[src/rtl/vpb_pkg.sv]
// Package: shared constants for the viewport and border calculator.
package vpb_pkg;
    // Default coordinate width for all geometry inputs.
    localparam int unsigned VPB_COORD_W = 14;
    // Extra pixels added to the trailing borders in debug mode.
    localparam int unsigned VPB_DBG_PAD = 2;
    // Number of axes handled by the border units (horizontal, vertical).
    localparam int unsigned VPB_AXES    = 2;
endpackage

[src/rtl/vpb_viewport.sv]
// Module: vpb_viewport
// Purely combinational. Rounds the source viewport down to even values and
// derives the chroma window, which is a copy in full-resolution formats and
// half-size in 4:2:0 mode. Also computes each window's apply qualifier.
// Assumes: unsigned coordinates of width W.
module vpb_viewport #(
    parameter int unsigned W = 14
) (
    input  logic [W-1:0] src_x,
    input  logic [W-1:0] src_y,
    input  logic [W-1:0] src_w,
    input  logic [W-1:0] src_h,
    input  logic         half_chroma,
    output logic [W-1:0] l_x,
    output logic [W-1:0] l_y,
    output logic [W-1:0] l_w,
    output logic [W-1:0] l_h,
    output logic         l_vld,
    output logic [W-1:0] c_x,
    output logic [W-1:0] c_y,
    output logic [W-1:0] c_w,
    output logic [W-1:0] c_h,
    output logic         c_vld
);
    localparam logic [W-1:0] EVEN_MASK = {{(W-1){1'b1}}, 1'b0};

    // Even-align the luma window.
    always_comb begin
        l_x = src_x & EVEN_MASK;
        l_y = src_y & EVEN_MASK;
        l_w = src_w & EVEN_MASK;
        l_h = src_h & EVEN_MASK;
    end

    // Derive the chroma window from the aligned luma window.
    always_comb begin
        if (half_chroma) begin
            c_x = l_x >> 1;
            c_y = l_y >> 1;
            c_w = l_w >> 1;
            c_h = l_h >> 1;
        end else begin
            c_x = l_x;
            c_y = l_y;
            c_w = l_w;
            c_h = l_h;
        end
    end

    // A window with no area is not to be applied.
    always_comb begin
        l_vld = (l_w != '0) && (l_h != '0);
        c_vld = (c_w != '0) && (c_h != '0);
    end
endmodule

[src/rtl/vpb_border.sv]
// Module: vpb_border
// Combinational border unit for one axis. The leading border is the
// destination offset. The trailing border is what is left of the active
// span after the destination, plus an optional debug pad, clamped at zero.
// Assumes: unsigned inputs of width W; signed math on W+2 bits cannot overflow.
module vpb_border #(
    parameter int unsigned W   = 14,
    parameter int unsigned PAD = 2
) (
    input  logic [W-1:0] span,
    input  logic [W-1:0] pos,
    input  logic [W-1:0] size,
    input  logic         pad_en,
    output logic [W:0]   lead,
    output logic [W:0]   trail,
    output logic         clamped
);
    localparam int unsigned SW = W + 2;

    logic signed [SW-1:0] rest;

    // Leftover span after the destination, with the optional pad.
    always_comb begin
        rest = $signed({2'b00, span}) - $signed({2'b00, pos}) - $signed({2'b00, size});
        if (pad_en) begin
            rest = rest + SW'(PAD);
        end
    end

    // Clamp negative leftovers to zero and flag it.
    always_comb begin
        lead    = {1'b0, pos};
        clamped = rest[SW-1];
        trail   = clamped ? '0 : rest[W:0];
    end
endmodule

[src/rtl/vp_border_calc.sv]
// Module: vp_border_calc
// Top of the scaler geometry unit. A start strobe samples all inputs. The
// luma and chroma viewports and the four borders are registered together
// one cycle later, with a done pulse. Results hold until the next strobe.
// Assumes: start is a single-cycle strobe; inputs are valid while it is high.
module vp_border_calc
    import vpb_pkg::*;
#(
    parameter int unsigned COORD_W = VPB_COORD_W,
    parameter int unsigned PAD     = VPB_DBG_PAD
) (
    input  logic               clk,
    input  logic               rst_n,
    input  logic               start,
    input  logic               fmt_420,
    input  logic               dbg_pad,
    input  logic [COORD_W-1:0] src_x,
    input  logic [COORD_W-1:0] src_y,
    input  logic [COORD_W-1:0] src_w,
    input  logic [COORD_W-1:0] src_h,
    input  logic [COORD_W-1:0] act_w,
    input  logic [COORD_W-1:0] act_h,
    input  logic [COORD_W-1:0] dst_x,
    input  logic [COORD_W-1:0] dst_y,
    input  logic [COORD_W-1:0] dst_w,
    input  logic [COORD_W-1:0] dst_h,
    output logic               done,
    output logic [COORD_W-1:0] luma_x,
    output logic [COORD_W-1:0] luma_y,
    output logic [COORD_W-1:0] luma_w,
    output logic [COORD_W-1:0] luma_h,
    output logic               luma_vld,
    output logic [COORD_W-1:0] chroma_x,
    output logic [COORD_W-1:0] chroma_y,
    output logic [COORD_W-1:0] chroma_w,
    output logic [COORD_W-1:0] chroma_h,
    output logic               chroma_vld,
    output logic [COORD_W:0]   brd_left,
    output logic [COORD_W:0]   brd_right,
    output logic [COORD_W:0]   brd_top,
    output logic [COORD_W:0]   brd_bottom,
    output logic               clamp_err
);
    localparam int unsigned NAX = VPB_AXES;
    localparam int unsigned BW  = COORD_W + 1;

    // Combinational viewport results.
    logic [COORD_W-1:0] n_lx, n_ly, n_lw, n_lh, n_cx, n_cy, n_cw, n_ch;
    logic               n_lvld, n_cvld;

    vpb_viewport #(.W(COORD_W)) u_vp (
        .src_x(src_x), .src_y(src_y), .src_w(src_w), .src_h(src_h),
        .half_chroma(fmt_420),
        .l_x(n_lx), .l_y(n_ly), .l_w(n_lw), .l_h(n_lh), .l_vld(n_lvld),
        .c_x(n_cx), .c_y(n_cy), .c_w(n_cw), .c_h(n_ch), .c_vld(n_cvld)
    );

    // Per-axis border inputs and results (index 0 horizontal, 1 vertical).
    logic [COORD_W-1:0] ax_span [NAX];
    logic [COORD_W-1:0] ax_pos  [NAX];
    logic [COORD_W-1:0] ax_size [NAX];
    logic [BW-1:0]      ax_lead [NAX];
    logic [BW-1:0]      ax_trail[NAX];
    logic [NAX-1:0]     ax_clamp;

    // Route the geometry of each axis to its border unit.
    always_comb begin
        ax_span[0] = act_w; ax_pos[0] = dst_x; ax_size[0] = dst_w;
        ax_span[1] = act_h; ax_pos[1] = dst_y; ax_size[1] = dst_h;
    end

    for (genvar g = 0; g < NAX; g++) begin : g_axis
        vpb_border #(.W(COORD_W), .PAD(PAD)) u_brd (
            .span(ax_span[g]), .pos(ax_pos[g]), .size(ax_size[g]),
            .pad_en(dbg_pad),
            .lead(ax_lead[g]), .trail(ax_trail[g]), .clamped(ax_clamp[g])
        );
    end

    // Generate the done pulse one cycle after the strobe.
    always_ff @(posedge clk) begin
        if (!rst_n) done <= 1'b0;
        else        done <= start;
    end

    // Latch all results together on the strobe; hold otherwise.
    always_ff @(posedge clk) begin
        if (!rst_n) begin
            luma_x <= '0; luma_y <= '0; luma_w <= '0; luma_h <= '0; luma_vld <= 1'b0;
            chroma_x <= '0; chroma_y <= '0; chroma_w <= '0; chroma_h <= '0; chroma_vld <= 1'b0;
            brd_left <= '0; brd_right <= '0; brd_top <= '0; brd_bottom <= '0;
            clamp_err <= 1'b0;
        end else if (start) begin
            luma_x <= n_lx; luma_y <= n_ly; luma_w <= n_lw; luma_h <= n_lh; luma_vld <= n_lvld;
            chroma_x <= n_cx; chroma_y <= n_cy; chroma_w <= n_cw; chroma_h <= n_ch;
            chroma_vld <= n_cvld;
            brd_left <= ax_lead[0]; brd_right <= ax_trail[0];
            brd_top <= ax_lead[1]; brd_bottom <= ax_trail[1];
            clamp_err <= |ax_clamp;
        end
    end

    // every registered luma field is even.
    a_r1_even_luma: assert property (@(posedge clk) disable iff (!rst_n)
        done |-> (luma_x[0] == 1'b0 && luma_y[0] == 1'b0 && luma_w[0] == 1'b0 && luma_h[0] == 1'b0));

    // chroma equals luma outside 4:2:0.
    a_r2_chroma_copy: assert property (@(posedge clk) disable iff (!rst_n)
        (done && !$past(fmt_420)) |-> (chroma_x == luma_x && chroma_w == luma_w
                                       && chroma_y == luma_y && chroma_h == luma_h));

    // chroma is half of luma in 4:2:0.
    a_r3_chroma_half: assert property (@(posedge clk) disable iff (!rst_n)
        (done && $past(fmt_420)) |-> ({chroma_w, 1'b0} == {1'b0, luma_w}
                                      && {chroma_h, 1'b0} == {1'b0, luma_h}));

    // qualifiers reflect non-zero area.
    a_r8_vld_area: assert property (@(posedge clk) disable iff (!rst_n)
        done |-> (luma_vld == (luma_w != '0 && luma_h != '0)
                  && chroma_vld == (chroma_w != '0 && chroma_h != '0)));

    // done follows exactly one strobe.
    a_r9_done_pulse: assert property (@(posedge clk) disable iff (!rst_n)
        start |=> done);
    a_r9_done_cause: assert property (@(posedge clk) disable iff (!rst_n)
        done |-> $past(start));

    // results hold without a strobe.
    a_r10_hold: assert property (@(posedge clk) disable iff (!rst_n)
        !start |=> ($stable(luma_x) && $stable(chroma_w) && $stable(brd_right)
                    && $stable(brd_bottom) && $stable(clamp_err) && $stable(luma_vld)));
endmodule

[config.mk]
export PLATFORM = sky130hd
export DESIGN_NAME = vp_border_calc
export DESIGN_NICKNAME = d
export VERILOG_FILES = /design/src/rtl/vpb_pkg.sv /design/src/rtl/vpb_viewport.sv /design/src/rtl/vpb_border.sv /design/src/rtl/vp_border_calc.sv
export SDC_FILE = /design/constraint.sdc
export NUM_CORES = 1
export LEC_CHECK = 0
export BUFFER_PORTS_ARGS = -buffer_cell sky130_fd_sc_hd__buf_4
export CAP_MARGIN = 40
export CORE_MARGIN = 3
export CORE_UTILIZATION = 45
export CTS_CLUSTER_DIAMETER = 120
export DETAILED_ROUTE_END_ITERATION = 10
export HOLD_SLACK_MARGIN = 0.08
export PLACE_DENSITY = 0.68
export SLEW_MARGIN = 25
export SYNTH_ARGS = -nofsm -noshare
export SYNTH_HDL_FRONTEND = slang
export SYNTH_SLANG_ARGS = --single-unit
[constraint.sdc]
create_clock -name clk -period 6.5 [get_ports clk]
set_clock_uncertainty 0.15 [all_clocks]
set_input_delay 1.3 -clock clk [delete_from_list [all_inputs] [get_ports clk]]
set_output_delay 1.3 -clock clk [all_outputs]
set_load 0.005 [all_outputs]
# After elaboration in Yosys (flattened, before gate mapping)
# Cells that the tools add are included.
[op_classes]
n_reduce_logical = 7
mux = 8
add_sub_neg = 6
[op_table]
columns = ["cell", "count"]
rows = [
  ["2-to-1 mux 14 bit", 4],
  ["nonzero test 14 bit", 4],
  ["adder 16 x 2 -> 16 bit, second input constant", 2],
  ["2-to-1 mux 16 bit", 2],
  ["subtractor 16 x 15 -> 16 bit", 2],
  ["2-to-1 mux 15 bit", 2],
  ["subtractor 14 x 14 -> 15 bit", 2],
  ["logical AND 1 bit", 2],
  ["OR reduction 2 bit", 1],
]
[word_totals]
input_bits = 145
ff_bits = 170
output_inout_bits = 176

# Depth between registers and ports, before layout
[depth]
word_depth = 5
ltp_mapped = 22
ltp_nobuf = 21

# By module
# Synthesis repeated with hierarchy kept, for this count alone.
[unflattened]
hier_cells = 1263
area_unflattened_um2 = 11868.9
[by_module_without_submodules]
columns = ["module", "instances", "cells_per_inst", "area_per_inst_um2"]
rows = [
  ["vp_border_calc", 1, 567, 6702.7],
  ["vpb_border (g_axis[1].u_brd)", 1, 297, 2138.3],
  ["vpb_border (g_axis[0].u_brd)", 1, 269, 1899.3],
  ["vpb_viewport", 1, 130, 1128.6],
]

# Worst setup path before layout
# No wires, ideal clock.
[synth_path]
kind = "input-to-reg"
from = "input act_h[0]"
to = "register brd_bottom[10]"
n_path_buf = 1
stages = 19
setup_ns = 0.128
slack_ns = 1.074
arrival_ns = 5.148
required_ns = 6.222
cell_sequence = "inv_1 > ha_1 > fa_1 > nor2b_1 > o21ai_0 > a21boi_1 > nor2_1 > nor2_1 > nor2_1 > xnor2_1 > ha_1 > a2111oi_0 > a21oi_1 > o311ai_1 > nand4bb_1 > a211oi_1 > o21ai_1 > clkbuf_1 > o21ai_1"
[synth_between]
elab_chain_len = 5
[synth_lines]
columns = ["item", "line", "text"]
rows = [
  ["from (decl)", "vp_border_calc.sv:22", "input logic [COORD_W-1:0] act_h,"],
  ["subtractor 14 x 14 -> 15 bit (*)", "vpb_border.sv:24", "rest = $signed({2'b00, span}) - $signed({2'b00, pos}) - $signed({2'b00, size});"],
  ["subtractor 16 x 15 -> 16 bit (*)", "vpb_border.sv:24", ""],
  ["adder 16 x 2 -> 16 bit", "vpb_border.sv:26", "rest = rest + SW'(PAD);"],
  ["2-to-1 mux 16 bit (*)", "vpb_border.sv:25", "if (pad_en) begin"],
  ["2-to-1 mux 15 bit (*)", "vpb_border.sv:34", "trail = clamped ? '0 : rest[W:0];"],
  ["to (signal assigned)", "vp_border_calc.sv:98", "brd_top <= ax_lead[1]; brd_bottom <= ax_trail[1];"],
  ["to (decl)", "vp_border_calc.sv:41", "output logic [COORD_W:0] brd_bottom,"],
]
# Mark *: on every way between the ends. The rest lies on a longest branch, timed or not.
# A chain may end at the register's enable or synchronous reset.

# Final worst setup path
[layout_path]
from = "input dst_x[1]"
to = "register brd_right[8]"
[layout_between]
elab_chain_len = 5
[layout_lines]
columns = ["item", "line", "text"]
rows = [
  ["from (decl)", "vp_border_calc.sv:23", "input logic [COORD_W-1:0] dst_x,"],
  ["subtractor 14 x 14 -> 15 bit (*)", "vpb_border.sv:24", ""],
  ["subtractor 16 x 15 -> 16 bit (*)", "vpb_border.sv:24", ""],
  ["adder 16 x 2 -> 16 bit", "vpb_border.sv:26", ""],
  ["2-to-1 mux 16 bit (*)", "vpb_border.sv:25", ""],
  ["2-to-1 mux 15 bit (*)", "vpb_border.sv:34", ""],
  ["to (signal assigned)", "vp_border_calc.sv:97", "brd_left <= ax_lead[0]; brd_right <= ax_trail[0];"],
  ["to (decl)", "vp_border_calc.sv:39", "output logic [COORD_W:0] brd_right,"],
]
# Marked as above.

==> impl_results.md <==
* Die H at 157 um
* Number of antenna violations at the first check in global routing at 0
* Share of total power in the clock network at 0.316
* Worst Hold End: luma_vld
* Initial core utilization at 0.463
* Post-DP Area at 0.0127 mm^2
* Final Total Pwr at 3300 uW
* Total Wirelength at 28,300 um
* Reg2Reg Depth at 3
* Hold Crit Class: reg2reg
* Setup slack, reg-to-reg at 5.64 ns
* Most frequent cells after synthesis: dfxtp_1 (170), mux2i_1 (126), nand2_1 (99)
* Setup-failing EPs final at 0
* Layout Cells excl Fill at 1,730
* Setup Buffers After CTS at 0
* Synthesized area at 0.0102 mm^2
* Tcrit/Tclk final at 0.880
* Cell taking the most area after synthesis: dfxtp_1
* DRT Pass-1 Iters at 4
* Slowest stage delay, CP at 0.40 ns
* Post-synthesis cell count at 1,156
* Cts hold-fix bufs at 0
* Cell Rows at 54
* Status: complete, no violations
* CTS tree: done
* Fin Setup TNS at 0 ns
* Root Buffer: clkbuf_16
* Cell at the slowest stage of the critical path: a21boi_4
* Fin crit period at 5.72 ns
* Final Wtd Congestion at 0.866
* Largest net degree at the start of global routing at 129
* Nets@finish at 1,644
* ANT cells at 0
* R2r startpoint: chroma_w[13]
* DRT iter0 DRCs at 381
* Final Hold Fails at 0
* Worst Path Required at 6.72 ns
* Seq/Total Area, Yosys at 0.334
* LEAKAGE at 0.00674 uW
* Crit path capture type: register
* Slew Limit Fails at 0
* Post-route DRC at 0
* Vias per inst at 5.23
* CP startpoint kind: input port
* TritonCTS buffer count at 17
* Post-synthesis cell type count at 70
* Ys async rst share at 0
* Mapped Avg Cell Area at 8.82 um^2
* RSZ-0062 raised after global routing: false
* HP Start: luma_vld
* Yosys Warn Count at 0
* Area growth syn-to-layout at 31.0%
* Vias in the first global route at 8,371
* Port bufs at 310
* Clock transition at path regs at 0.07 ns
* Worst vdd ir at 0.155 mV
* Synth Flop Type: dfxtp_1
* Fmax at 0.175 GHz
* Clock sink count at 170
* Pint at 2170 uW
* Sequential share of power at 0.346
* Post-synth top area share at 0.334
* Cts repair resizes at 0
* HPWL Detailed at 21,700 um
* Die Footprint at 0.0245 mm^2
* Clk_lat worst skew at 0.42 ns
* Worst-path fanout max at 15
* Synth top area cells: dfxtp_1 (33%), mux2i_1 (12%), ha_1 (7.1%)
* GRT Util Overall at 0.222
* Net Switching at 1130 uW
* IO Pins at 321
* Die Span X at 157 um
* Post-synth EDFFs at 0
* H-tree levels at 4
* Share of cells above drive strength 1 at 0.250
* Routed len/inst at 16.3 um
* Count leader, synth: dfxtp_1
* Cell Chain, Critical Path: buf_4, inv_1, ha_1, nor2b_1, o21ai_0, a21boi_0, o21ai_0, a21boi_0, o2111ai_1, nand2_1, nor2_1, xnor2_1, ha_1, and3_1, nand3_1, a211oi_1, or3_1, o2111ai_1, or2_2, a2111o_1, a21boi_4, a22o_1
* CP arrival at 5.94 ns
* Hold Crit Depth at 2
* GR Overflow Total at 0
* Post-placement cell count at 1,697
* Global-route wire length before repair at 44,000 um
* Combinational share of power at 0.338
* Vias at 9,052
* Reg2reg end: chroma_w[13]
* Number of max-cap violations at 0
* Design Area, Final at 0.0134 mm^2
* Net Sw Frac at 0.342
* Register bit count reported by yosys at 170
* Core area at 0.0220 mm^2
* Clk buf depth at 2
* CP Class: in2reg
* Pwr dens at 247 mW/mm^2
* Fin Hold WS at 0.292 ns
* Worst-Margin Slew at 0.813 ns
* Crit path max-delay family: compound AO/OA/AOI/OAI gates
* Relative slew slack at 0.458
* Bufs and invs on worst path at 2
* Final ANT Viol Nets at 0
-- flip-flops by register name, summed over array words and instances (netlist names) --
| signal | cells |
|---|---|
| brd_bottom | 15 |
| chroma_h | 14 |
| luma_x | 13 |
| brd_right | 15 |
| done | 1 |
| luma_w | 13 |
| luma_h | 13 |
| brd_left | 14 |
| brd_top | 14 |
| chroma_x | 14 |
| luma_y | 13 |
| chroma_y | 14 |
| chroma_w | 14 |
| luma_vld | 1 |
| clamp_err | 1 |
| chroma_vld | 1 |
-- stage by stage --
stage / setup WS (ns) / utilization
floorplan: 1.07 / -
global placement: 0.353 / 0.576
detailed placement: 0.391 / 0.577
CTS: 0.826 / 0.605
global route: 0.356 / 0.606
finish: 0.783 / 0.606
-- cell type report --
cell class	count	area [um^2]
Timing Repair Buffer	322	2460
Tap cell	280	350
Sequential cell	170	3400
Fill cell	2038	8670
Clock inverter	14	170
Inverter	79	297
Multi-Input combinational cell	847	6230
Clock buffer	18	439
-- worst reg2reg max path, delay by kind of cell (launching register included) --
kind / cells / cell delay (ns)
buffers and inverters: 1 / 0.05
and+or+nand+nor: 1 / 0.19
AOI/OAI and AO/OA: 1 / 0.06
DFF: 1 / 0.31
-- placed cells by master, fill, tap and decap left out, drive strengths merged, types with 14 or more instances in the layout --
cell    count
a22o       15
nor2       61
dfxtp     170
a21oi      29
a21o       14
nor3       25
xor2       23
ha         58
o211a      50
buf       322
mux2i     126
nand3      16
o21ai      38
nand2b     17
clkbuf     18
nand2      99
inv        86
a21boi     14
xnor2      35
nor2b      87
-- layer usage --
layer / vias up / track usage / routed length (um)
met5: - / 0 / 0
met4: 0 / 0.0588 / 523
met3: 29 / 0.0636 / 2040
met2: 233 / 0.365 / 13400
met1: 4184 / 0.285 / 12300
li1: 4606 / - / -
-- power by group through the flow --
stage	combinational, uW	sequential [uW]	clock [uW]
CTS	1120	1140	1070
detailed placement	1110	1170	0
global route	1240	1150	1120
global placement	1090	1160	0
floorplan	754	1170	0
finish	1120	1140	1040
-- kinds of logic (layout without fill, tap and decap cells) --
family,after synthesis,count (layout),synth area share
and+or+nand+nor,368,368,0.186
AOI/OAI and AO/OA,226,226,0.169
DFF,170,170,0.334
buffers and inverters,144,433,0.0570
muxes,127,127,0.125
adders and majority gates,62,62,0.0790
xor gates and xnor gates,58,58,0.0498
other,1,6,0.000368
-- worst max path at each step --
stage | start | end | slack, ns | cells after the start
after global placement | dst_y[1] | brd_bottom[11] | 0.35 | 22
after CTS | dst_x[1] | brd_right[8] | 0.83 | 22
final | dst_x[1] | brd_right[8] | 0.78 | 22
after detailed placement | dst_x[1] | brd_right[0] | 0.39 | 22
after floorplan | act_h[0] | brd_bottom[10] | 1.07 | 19
after global routing | dst_x[1] | brd_right[3] | 0.36 | 22
(Power assumes the default switching activity.)
